$ cat src/rtl/qpr_pkg.sv
package qpr_pkg;

  typedef enum logic [1:0] {
    MODE_HOLD = 2'b00,
    MODE_QUAD = 2'b01,
    MODE_UPDN = 2'b10,
    MODE_RSVD = 2'b11
  } qpr_mode_e;

  typedef enum logic [1:0] {
    EDGE_NONE = 2'b00,
    EDGE_RISE = 2'b01,
    EDGE_FALL = 2'b10,
    EDGE_BOTH = 2'b11
  } qpr_edge_e;

  // control register layout, LSB last
  typedef struct packed {
    logic      ie_rev;
    logic      ie_pos;
    qpr_edge_e idx_edge;
    qpr_edge_e b_edge;
    qpr_edge_e a_edge;
    qpr_mode_e mode;
  } qpr_ctrl_t;

  localparam int unsigned CTRL_W = $bits(qpr_ctrl_t);
  localparam int unsigned ADDR_W = 3;

  localparam logic [ADDR_W-1:0] ADR_CTRL    = 3'd0;
  localparam logic [ADDR_W-1:0] ADR_POS     = 3'd1;
  localparam logic [ADDR_W-1:0] ADR_REV     = 3'd2;
  localparam logic [ADDR_W-1:0] ADR_CMP_POS = 3'd3;
  localparam logic [ADDR_W-1:0] ADR_CMP_REV = 3'd4;
  localparam logic [ADDR_W-1:0] ADR_STAT    = 3'd5;

  function automatic logic edge_hit(qpr_edge_e sel, logic rise, logic fall);
    logic hit;
    unique case (sel)
      EDGE_RISE: hit = rise;
      EDGE_FALL: hit = fall;
      EDGE_BOTH: hit = rise | fall;
      default:   hit = 1'b0;
    endcase
    return hit;
  endfunction

endpackage

$ cat src/rtl/qpr_edge_sync.sv
module qpr_edge_sync #(
  parameter int unsigned STAGES = 2
) (
  input  logic clk_i,
  input  logic rst_ni,
  input  logic pin_i,
  output logic lvl_o,
  output logic rise_o,
  output logic fall_o
);

  // STAGES synchroniser flops plus one history flop
  logic [STAGES:0] shift_q;

  always_ff @(posedge clk_i) begin
    if (!rst_ni) shift_q <= '0;
    else         shift_q <= {shift_q[STAGES-1:0], pin_i};
  end

  assign lvl_o  = shift_q[STAGES-1];
  assign rise_o =  shift_q[STAGES-1] & ~shift_q[STAGES];
  assign fall_o = ~shift_q[STAGES-1] &  shift_q[STAGES];

endmodule

$ cat src/rtl/qpr_decode.sv
module qpr_decode
  import qpr_pkg::*;
(
  input  qpr_ctrl_t  ctrl_i,
  input  logic [2:0] lvl_i,   // {idx, b, a}
  input  logic [2:0] rise_i,
  input  logic [2:0] fall_i,
  output logic       step_up_o,
  output logic       step_dn_o,
  output logic       idx_evt_o
);

  logic a_hit, b_hit, i_hit, a_chg, b_chg;

  always_comb begin
    a_hit = edge_hit(ctrl_i.a_edge,   rise_i[0], fall_i[0]);
    b_hit = edge_hit(ctrl_i.b_edge,   rise_i[1], fall_i[1]);
    i_hit = edge_hit(ctrl_i.idx_edge, rise_i[2], fall_i[2]);
    a_chg = rise_i[0] | fall_i[0];
    b_chg = rise_i[1] | fall_i[1];

    step_up_o = 1'b0;
    step_dn_o = 1'b0;
    idx_evt_o = 1'b0;

    unique case (ctrl_i.mode)
      MODE_QUAD: begin
        idx_evt_o = i_hit;
        if (a_hit && !b_chg) begin
          step_up_o = (lvl_i[0] != lvl_i[1]);
          step_dn_o = (lvl_i[0] == lvl_i[1]);
        end else if (b_hit && !a_chg) begin
          step_up_o = (lvl_i[1] == lvl_i[0]);
          step_dn_o = (lvl_i[1] != lvl_i[0]);
        end
      end
      MODE_UPDN: begin
        idx_evt_o = i_hit;
        step_up_o = a_hit && !b_hit;
        step_dn_o = b_hit && !a_hit;
      end
      default: ;
    endcase
  end

endmodule

$ cat src/rtl/qpr_counters.sv
module qpr_counters #(
  parameter int unsigned CNT_W = 16
) (
  input  logic             clk_i,
  input  logic             rst_ni,
  input  logic             step_up_i,
  input  logic             step_dn_i,
  input  logic             idx_evt_i,
  input  logic             pos_ld_i,
  input  logic             rev_ld_i,
  input  logic [CNT_W-1:0] ld_val_i,
  input  logic [CNT_W-1:0] cmp_pos_i,
  input  logic [CNT_W-1:0] cmp_rev_i,
  output logic [CNT_W-1:0] pos_o,
  output logic [CNT_W-1:0] rev_o,
  output logic             dir_up_o,
  output logic             pos_hit_o,
  output logic             rev_hit_o
);

  localparam logic [CNT_W-1:0] ONE = CNT_W'(1);

  logic [CNT_W-1:0] pos_q, rev_q, pos_nxt, rev_nxt;
  logic             dir_q, pos_upd;

  always_comb begin
    pos_nxt = pos_q;
    pos_upd = 1'b0;
    if (idx_evt_i) begin
      pos_nxt = '0;
      pos_upd = 1'b1;
    end else if (step_up_i) begin
      pos_nxt = pos_q + ONE;
      pos_upd = 1'b1;
    end else if (step_dn_i) begin
      pos_nxt = pos_q - ONE;
      pos_upd = 1'b1;
    end
    rev_nxt = dir_q ? rev_q + ONE : rev_q - ONE;
  end

  always_ff @(posedge clk_i) begin
    if (!rst_ni) begin
      pos_q <= '0;
      rev_q <= '0;
      dir_q <= 1'b1;
    end else begin
      if (pos_ld_i)     pos_q <= ld_val_i;
      else if (pos_upd) pos_q <= pos_nxt;

      if (rev_ld_i)       rev_q <= ld_val_i;
      else if (idx_evt_i) rev_q <= rev_nxt;

      if (step_up_i)      dir_q <= 1'b1;
      else if (step_dn_i) dir_q <= 1'b0;
    end
  end

  assign pos_hit_o = !pos_ld_i && pos_upd   && (pos_nxt == cmp_pos_i);
  assign rev_hit_o = !rev_ld_i && idx_evt_i && (rev_nxt == cmp_rev_i);
  assign pos_o     = pos_q;
  assign rev_o     = rev_q;
  assign dir_up_o  = dir_q;

endmodule

$ cat src/rtl/qpr_regs.sv
module qpr_regs
  import qpr_pkg::*;
#(
  parameter int unsigned CNT_W = 16
) (
  input  logic              clk_i,
  input  logic              rst_ni,
  input  logic              wr_en_i,
  input  logic [ADDR_W-1:0] wr_addr_i,
  input  logic [CNT_W-1:0]  wr_data_i,
  input  logic [ADDR_W-1:0] rd_addr_i,
  output logic [CNT_W-1:0]  rd_data_o,
  input  logic [CNT_W-1:0]  pos_i,
  input  logic [CNT_W-1:0]  rev_i,
  input  logic              dir_up_i,
  input  logic              pos_hit_i,
  input  logic              rev_hit_i,
  output qpr_ctrl_t         ctrl_o,
  output logic [CNT_W-1:0]  cmp_pos_o,
  output logic [CNT_W-1:0]  cmp_rev_o,
  output logic              pos_ld_o,
  output logic              rev_ld_o,
  output logic [1:0]        flags_o,
  output logic              irq_o
);

  qpr_ctrl_t        ctrl_q;
  logic [CNT_W-1:0] cmp_pos_q, cmp_rev_q;
  logic [1:0]       flag_q, clr;

  assign pos_ld_o = wr_en_i && (wr_addr_i == ADR_POS);
  assign rev_ld_o = wr_en_i && (wr_addr_i == ADR_REV);
  assign clr      = (wr_en_i && (wr_addr_i == ADR_STAT)) ? wr_data_i[1:0] : 2'b00;

  always_ff @(posedge clk_i) begin
    if (!rst_ni) begin
      ctrl_q    <= '0;
      cmp_pos_q <= '0;
      cmp_rev_q <= '0;
      flag_q    <= '0;
    end else begin
      if (wr_en_i && wr_addr_i == ADR_CTRL)    ctrl_q    <= qpr_ctrl_t'(wr_data_i[CTRL_W-1:0]);
      if (wr_en_i && wr_addr_i == ADR_CMP_POS) cmp_pos_q <= wr_data_i;
      if (wr_en_i && wr_addr_i == ADR_CMP_REV) cmp_rev_q <= wr_data_i;
      // a new hit wins over a clear in the same cycle
      flag_q <= {rev_hit_i, pos_hit_i} | (flag_q & ~clr);
    end
  end

  always_comb begin
    unique case (rd_addr_i)
      ADR_CTRL:    rd_data_o = CNT_W'(ctrl_q);
      ADR_POS:     rd_data_o = pos_i;
      ADR_REV:     rd_data_o = rev_i;
      ADR_CMP_POS: rd_data_o = cmp_pos_q;
      ADR_CMP_REV: rd_data_o = cmp_rev_q;
      ADR_STAT:    rd_data_o = CNT_W'({dir_up_i, flag_q});
      default:     rd_data_o = '0;
    endcase
  end

  assign irq_o     = (flag_q[0] & ctrl_q.ie_pos) | (flag_q[1] & ctrl_q.ie_rev);
  assign ctrl_o    = ctrl_q;
  assign cmp_pos_o = cmp_pos_q;
  assign cmp_rev_o = cmp_rev_q;
  assign flags_o   = flag_q;

endmodule

$ cat src/rtl/qpr_counter.sv
module qpr_counter
  import qpr_pkg::*;
#(
  parameter int unsigned CNT_W       = 16,
  parameter int unsigned SYNC_STAGES = 2
) (
  input  logic              clk_i,
  input  logic              rst_ni,
  input  logic              enc_a_i,
  input  logic              enc_b_i,
  input  logic              enc_idx_i,
  input  logic              wr_en_i,
  input  logic [ADDR_W-1:0] wr_addr_i,
  input  logic [CNT_W-1:0]  wr_data_i,
  input  logic [ADDR_W-1:0] rd_addr_i,
  output logic [CNT_W-1:0]  rd_data_o,
  output logic              irq_o
);

  localparam int unsigned N_IN = 3;

  logic [N_IN-1:0]  pins, lvl, rise, fall;
  qpr_ctrl_t        ctrl;
  logic             step_up, step_dn, idx_evt, pos_ld, rev_ld;
  logic             dir_up, pos_hit, rev_hit;
  logic [CNT_W-1:0] pos_q, rev_q, cmp_pos, cmp_rev;
  logic [1:0]       flags;

  assign pins = {enc_idx_i, enc_b_i, enc_a_i};

  for (genvar g = 0; g < N_IN; g++) begin : g_sync
    qpr_edge_sync #(.STAGES(SYNC_STAGES)) u_sync (
      .clk_i  (clk_i),
      .rst_ni (rst_ni),
      .pin_i  (pins[g]),
      .lvl_o  (lvl[g]),
      .rise_o (rise[g]),
      .fall_o (fall[g])
    );
  end

  qpr_decode u_decode (
    .ctrl_i    (ctrl),
    .lvl_i     (lvl),
    .rise_i    (rise),
    .fall_i    (fall),
    .step_up_o (step_up),
    .step_dn_o (step_dn),
    .idx_evt_o (idx_evt)
  );

  qpr_counters #(.CNT_W(CNT_W)) u_cnt (
    .clk_i     (clk_i),
    .rst_ni    (rst_ni),
    .step_up_i (step_up),
    .step_dn_i (step_dn),
    .idx_evt_i (idx_evt),
    .pos_ld_i  (pos_ld),
    .rev_ld_i  (rev_ld),
    .ld_val_i  (wr_data_i),
    .cmp_pos_i (cmp_pos),
    .cmp_rev_i (cmp_rev),
    .pos_o     (pos_q),
    .rev_o     (rev_q),
    .dir_up_o  (dir_up),
    .pos_hit_o (pos_hit),
    .rev_hit_o (rev_hit)
  );

  qpr_regs #(.CNT_W(CNT_W)) u_regs (
    .clk_i     (clk_i),
    .rst_ni    (rst_ni),
    .wr_en_i   (wr_en_i),
    .wr_addr_i (wr_addr_i),
    .wr_data_i (wr_data_i),
    .rd_addr_i (rd_addr_i),
    .rd_data_o (rd_data_o),
    .pos_i     (pos_q),
    .rev_i     (rev_q),
    .dir_up_i  (dir_up),
    .pos_hit_i (pos_hit),
    .rev_hit_i (rev_hit),
    .ctrl_o    (ctrl),
    .cmp_pos_o (cmp_pos),
    .cmp_rev_o (cmp_rev),
    .pos_ld_o  (pos_ld),
    .rev_ld_o  (rev_ld),
    .flags_o   (flags),
    .irq_o     (irq_o)
  );

endmodule

$ cat config.mk
export PLATFORM = sky130hd
export DESIGN_NAME = qpr_counter
export DESIGN_NICKNAME = d
export VERILOG_FILES = /design/src/rtl/qpr_pkg.sv /design/src/rtl/qpr_edge_sync.sv /design/src/rtl/qpr_decode.sv /design/src/rtl/qpr_counters.sv /design/src/rtl/qpr_regs.sv /design/src/rtl/qpr_counter.sv
export SDC_FILE = /design/constraint.sdc
export NUM_CORES = 1
export LEC_CHECK = 0
export BUFFER_PORTS_ARGS = -buffer_cell sky130_fd_sc_hd__buf_2
export CELL_PAD_IN_SITES_DETAIL_PLACEMENT = 1
export CELL_PAD_IN_SITES_GLOBAL_PLACEMENT = 2
export CORE_MARGIN = 4
export CORE_UTILIZATION = 36
export DETAILED_ROUTE_END_ITERATION = 16
export GPL_TIMING_DRIVEN = 0
export PLACE_DENSITY = 0.92
export SETUP_SLACK_MARGIN = 0.1
export SKIP_LAST_GASP = 1
export SLEW_MARGIN = 20
export SYNTH_ARGS = -nofsm -noshare
export SYNTH_HDL_FRONTEND = slang
export SYNTH_SLANG_ARGS = --single-unit
$ cat constraint.sdc
create_clock -name clk_i -period 3.4 [get_ports clk_i]
set_input_delay 0.17 -clock clk_i [delete_from_list [all_inputs] [get_ports clk_i]]
set_output_delay 0.17 -clock clk_i [all_outputs]
set_load 0.05 [all_outputs]
==> flow_metrics.tcl <==
set metrics [dict create \
    core_um2 17900 \
    diodes 0 \
    synth_area_um2 6540 \
    place_congestion 0.887 \
    syn_avg_cell_area_um2 7.41 \
    synth_top_area_share 0.263 \
    cp.required_ns 3.65 \
    cap_violations 0 \
    slew_headroom 0.439 \
    firstDrtPassIters 5 \
    overflow 0 \
    cts_num_sinks 86 \
    start_util 0.365 \
    io_pins 45 \
    num_rows 49 \
    h-tree-depth 3 \
    clock_skew_ns 0.00256 \
    cp-start-kind "register" \
    rsz0062_at_grt "true" \
    synth_cell_types 82 \
    worst-setup-path-type "reg -> reg" \
    synth_compound_area_frac 0.252 \
    synth.area.mux_share 0.0547 \
    synth_xor_area_frac 0.0614 \
    ys.flop_type "dfxtp_1" \
    die_area_um2 20400 \
    p_leak_nw 2.77 \
    regArea_um2 1730 \
    hp-class "in -> reg" \
    antenna_found_initial 0 \
    fin_ws_ns 0.129 \
    critPathCaptureType "register" \
    detailed_place_hpwl_um 19900 \
    drc 0 \
    viasPerCell 6.01 \
    worst_pin_slew_ns 0.842 \
    worst-path-max-fanout 5 \
    die_h_um 143 \
    multi_input_area_um2 4610 \
    nFillCells 2254 \
    nets 997 \
    vias 7083 \
    clk_latency_ns 0.35 \
    grt_pass1_wl_um 40700 \
    async_reset_ff_frac 0 \
    synth_cells 883 \
    arrival_ns 3.52 \
    ant_nets 0 \
    cts-hold-fix-buffers 0 \
    drtIter0Drc 633 \
    period_share 0.962 \
    power_density_nw_per_um2 314 \
    yosys_register_bits 86 \
    area_growth_syn_to_layout_pct 16.9 \
    drv_slew 0 \
    first_global_vias 6917 \
    clockRootBuffer "clkbuf_16" \
    timing.fmax_mhz 306 \
    irDropWorstVdd_v 0.000336 \
    period_minus_slack_ns 3.27 \
    die_x_um 143 \
    grt_max_degree 15 \
    routedWlPerCell_um 22.8 \
    final.setup.tns_ns 0 \
    layout-drive-gt1-share 0.156 \
    hold_viol_final 0 \
    status "finished, final reports clean" \
    synth_top_family_by_area "simple AND/OR/NAND/NOR gates" \
    port_buffers 38 \
    dp_slack_ns -0.710 \
    setup_violations 0 \
    cts_tree "yes" \
    dp_cells 1151 \
    path_clk_slew_ns 0.07 \
    grtUsageTotal 0.261 \
    synth_area_leader_cell "dfxtp_1" \
    yosys_warnings 0 \
    synth-simple-area-share 0.254 \
    synthTopCellsByArea "dfxtp_1 26%, nand2_1 9.0%, a21oi_1 6.4%" \
    cts_inserted_buffers 9 \
    clock_path_buffers 2 \
    synth_fa_ha_area_frac 0.0490 \
    syn-num-nets 936 \
    synth_edf_count 0 \
    stdcell_count 1178 \
    drt-total-wl_um 26900 \
    synth-seq-area-share 0.263 \
]
layer usage:
metal	vias to the layer above	wire length [µm]	track usage	share of wire
met2	277	12300	0.421	0.46
met3	45	1810	0.0496	0.067
met4	0	682	0.0705	0.025
li1	3278	-	-	-
met5	-	0	0	0
met1	3483	12100	0.358	0.45
state kept, by name (all words and copies together) (netlist names):
name and cells:
u_cnt.pos_o 16, u_cnt.rev_o 16, u_regs.cmp_pos_o 16, u_regs.cmp_rev_o 16
u_regs.ctrl_o 10, g_sync.u_sync.shift_q 9, u_regs.flags_o 2, u_cnt.dir_up_o 1
cell type report:
class                   instances  area share
multi-input cells             706       0.603
flip-flops and latches         86       0.226
plain buffers                  62      0.0425
repair buffers                 51      0.0414
well taps                     229      0.0375
clock buffers                  13      0.0327
inverters                      28      0.0142
clock inverters                 3     0.00262
cell families (layout without fill, tap and decap cells):
| logic type | Yosys count | count (layout) |
|---|---|---|
| and+or+nand+nor | 357 | 357 |
| AOI/OAI and AO/OA | 252 | 252 |
| buffers and inverters | 91 | 157 |
| DFF | 86 | 86 |
| xor gates and xnor gates | 45 | 45 |
| muxes | 27 | 27 |
| adders and majority gates | 25 | 25 |
Yosys cell counts, types with 5 or more instances:
master and count:
clkbuf_8 6, ha_1 24, mux2_2 10, a31oi_1 14, a311oi_1 7, inv_1 27
and2_1 8, nor4_1 10, o22ai_1 6, a21o_1 6, xnor2_1 24, o2111ai_1 5
mux2i_1 11, a22oi_1 21, nor2_1 72, nand2_1 157, o21ai_0 46, clkbuf_1 49
nand3_1 28, or3_1 7, nand2b_1 12, and3_1 6, o211ai_1 8, nor3_1 18
nand4_1 8, a21oi_1 84, xor2_1 20, mux4_2 6, dfxtp_1 86, o31ai_1 9
nor2b_1 6
metrics by stage:
stage | instance area (µm²) | total power [mW] | util | hold WS [ns]
after floorplan | 6540 | 1.31 | - | 0.297
after global placement | 7020 | 1.43 | 0.392 | 0.379
after detailed placement | 7030 | 1.44 | 0.393 | 0.385
after CTS | 7520 | 2.39 | 0.420 | 0.0158
after global routing | 7650 | 2.48 | 0.427 | 0.0133
final | 7650 | 2.40 | 0.427 | 0.0250
power breakdown:
part	switching [mW]	internal, mW
Sequential	0.0320	1.03
Combinational	0.250	0.123
Clock	0.445	0.516
worst paths after layout:
path / startpoint / to / slack [ns] / cells past startpoint
worst max register to register: g_sync[1].u_sync.shift_q[2] / u_regs.flags_o[0] / 0.13 / 12
worst max-delay path: g_sync[1].u_sync.shift_q[2] / u_regs.flags_o[0] / 0.13 / 12
worst min-delay path: enc_a_i / g_sync[0].u_sync.shift_q[0] / 0.02 / 2
worst min register to register: g_sync[2].u_sync.shift_q[0] / g_sync[2].u_sync.shift_q[1] / 0.44 / 1
critical path, cell delays in order (launching register included):
cell       delay, ns
dfxtp_2         0.33
inv_1           0.06
ha_4            0.25
nand2b_4        0.15
a21bo_1         0.22
and2_4          0.16
o31a_4          0.36
or4_4           0.58
o22ai_4         0.19
nor3_4          0.08
a2111oi_4       0.31
nand4_1         0.16
o31ai_1         0.30
what timing repair did:
action	in CTS	in global routing
gates cloned	0	0
setup buffers	10	2
gates resized for setup	26	26
endpoints found under the setup margin	26	4
pin swaps	8	8
cell usage in the layout, fill, tap and decap left out, types with 6 or more instances in the layout:
master / instances
clkbuf_8: 7
o211ai_1: 8
a21o_1: 6
o21ai_0: 42
a21oi_1: 84
mux2_2: 10
dfxtp_1: 81
a31oi_1: 13
mux2i_1: 11
a22oi_1: 20
buf_4: 12
xnor2_1: 24
nor2b_1: 6
and2_1: 7
nor2_1: 71
nor4_1: 8
nand2_1: 157
ha_1: 21
and3_1: 6
inv_1: 26
or3_1: 7
nand3_1: 28
nand2b_1: 11
mux4_2: 6
xor2_1: 19
buf_2: 42
a311oi_1: 6
o31ai_1: 7
clkbuf_16: 9
clkbuf_1: 47
nand4_1: 8
nor3_1: 15
Power figures use the tool's default switching activity.
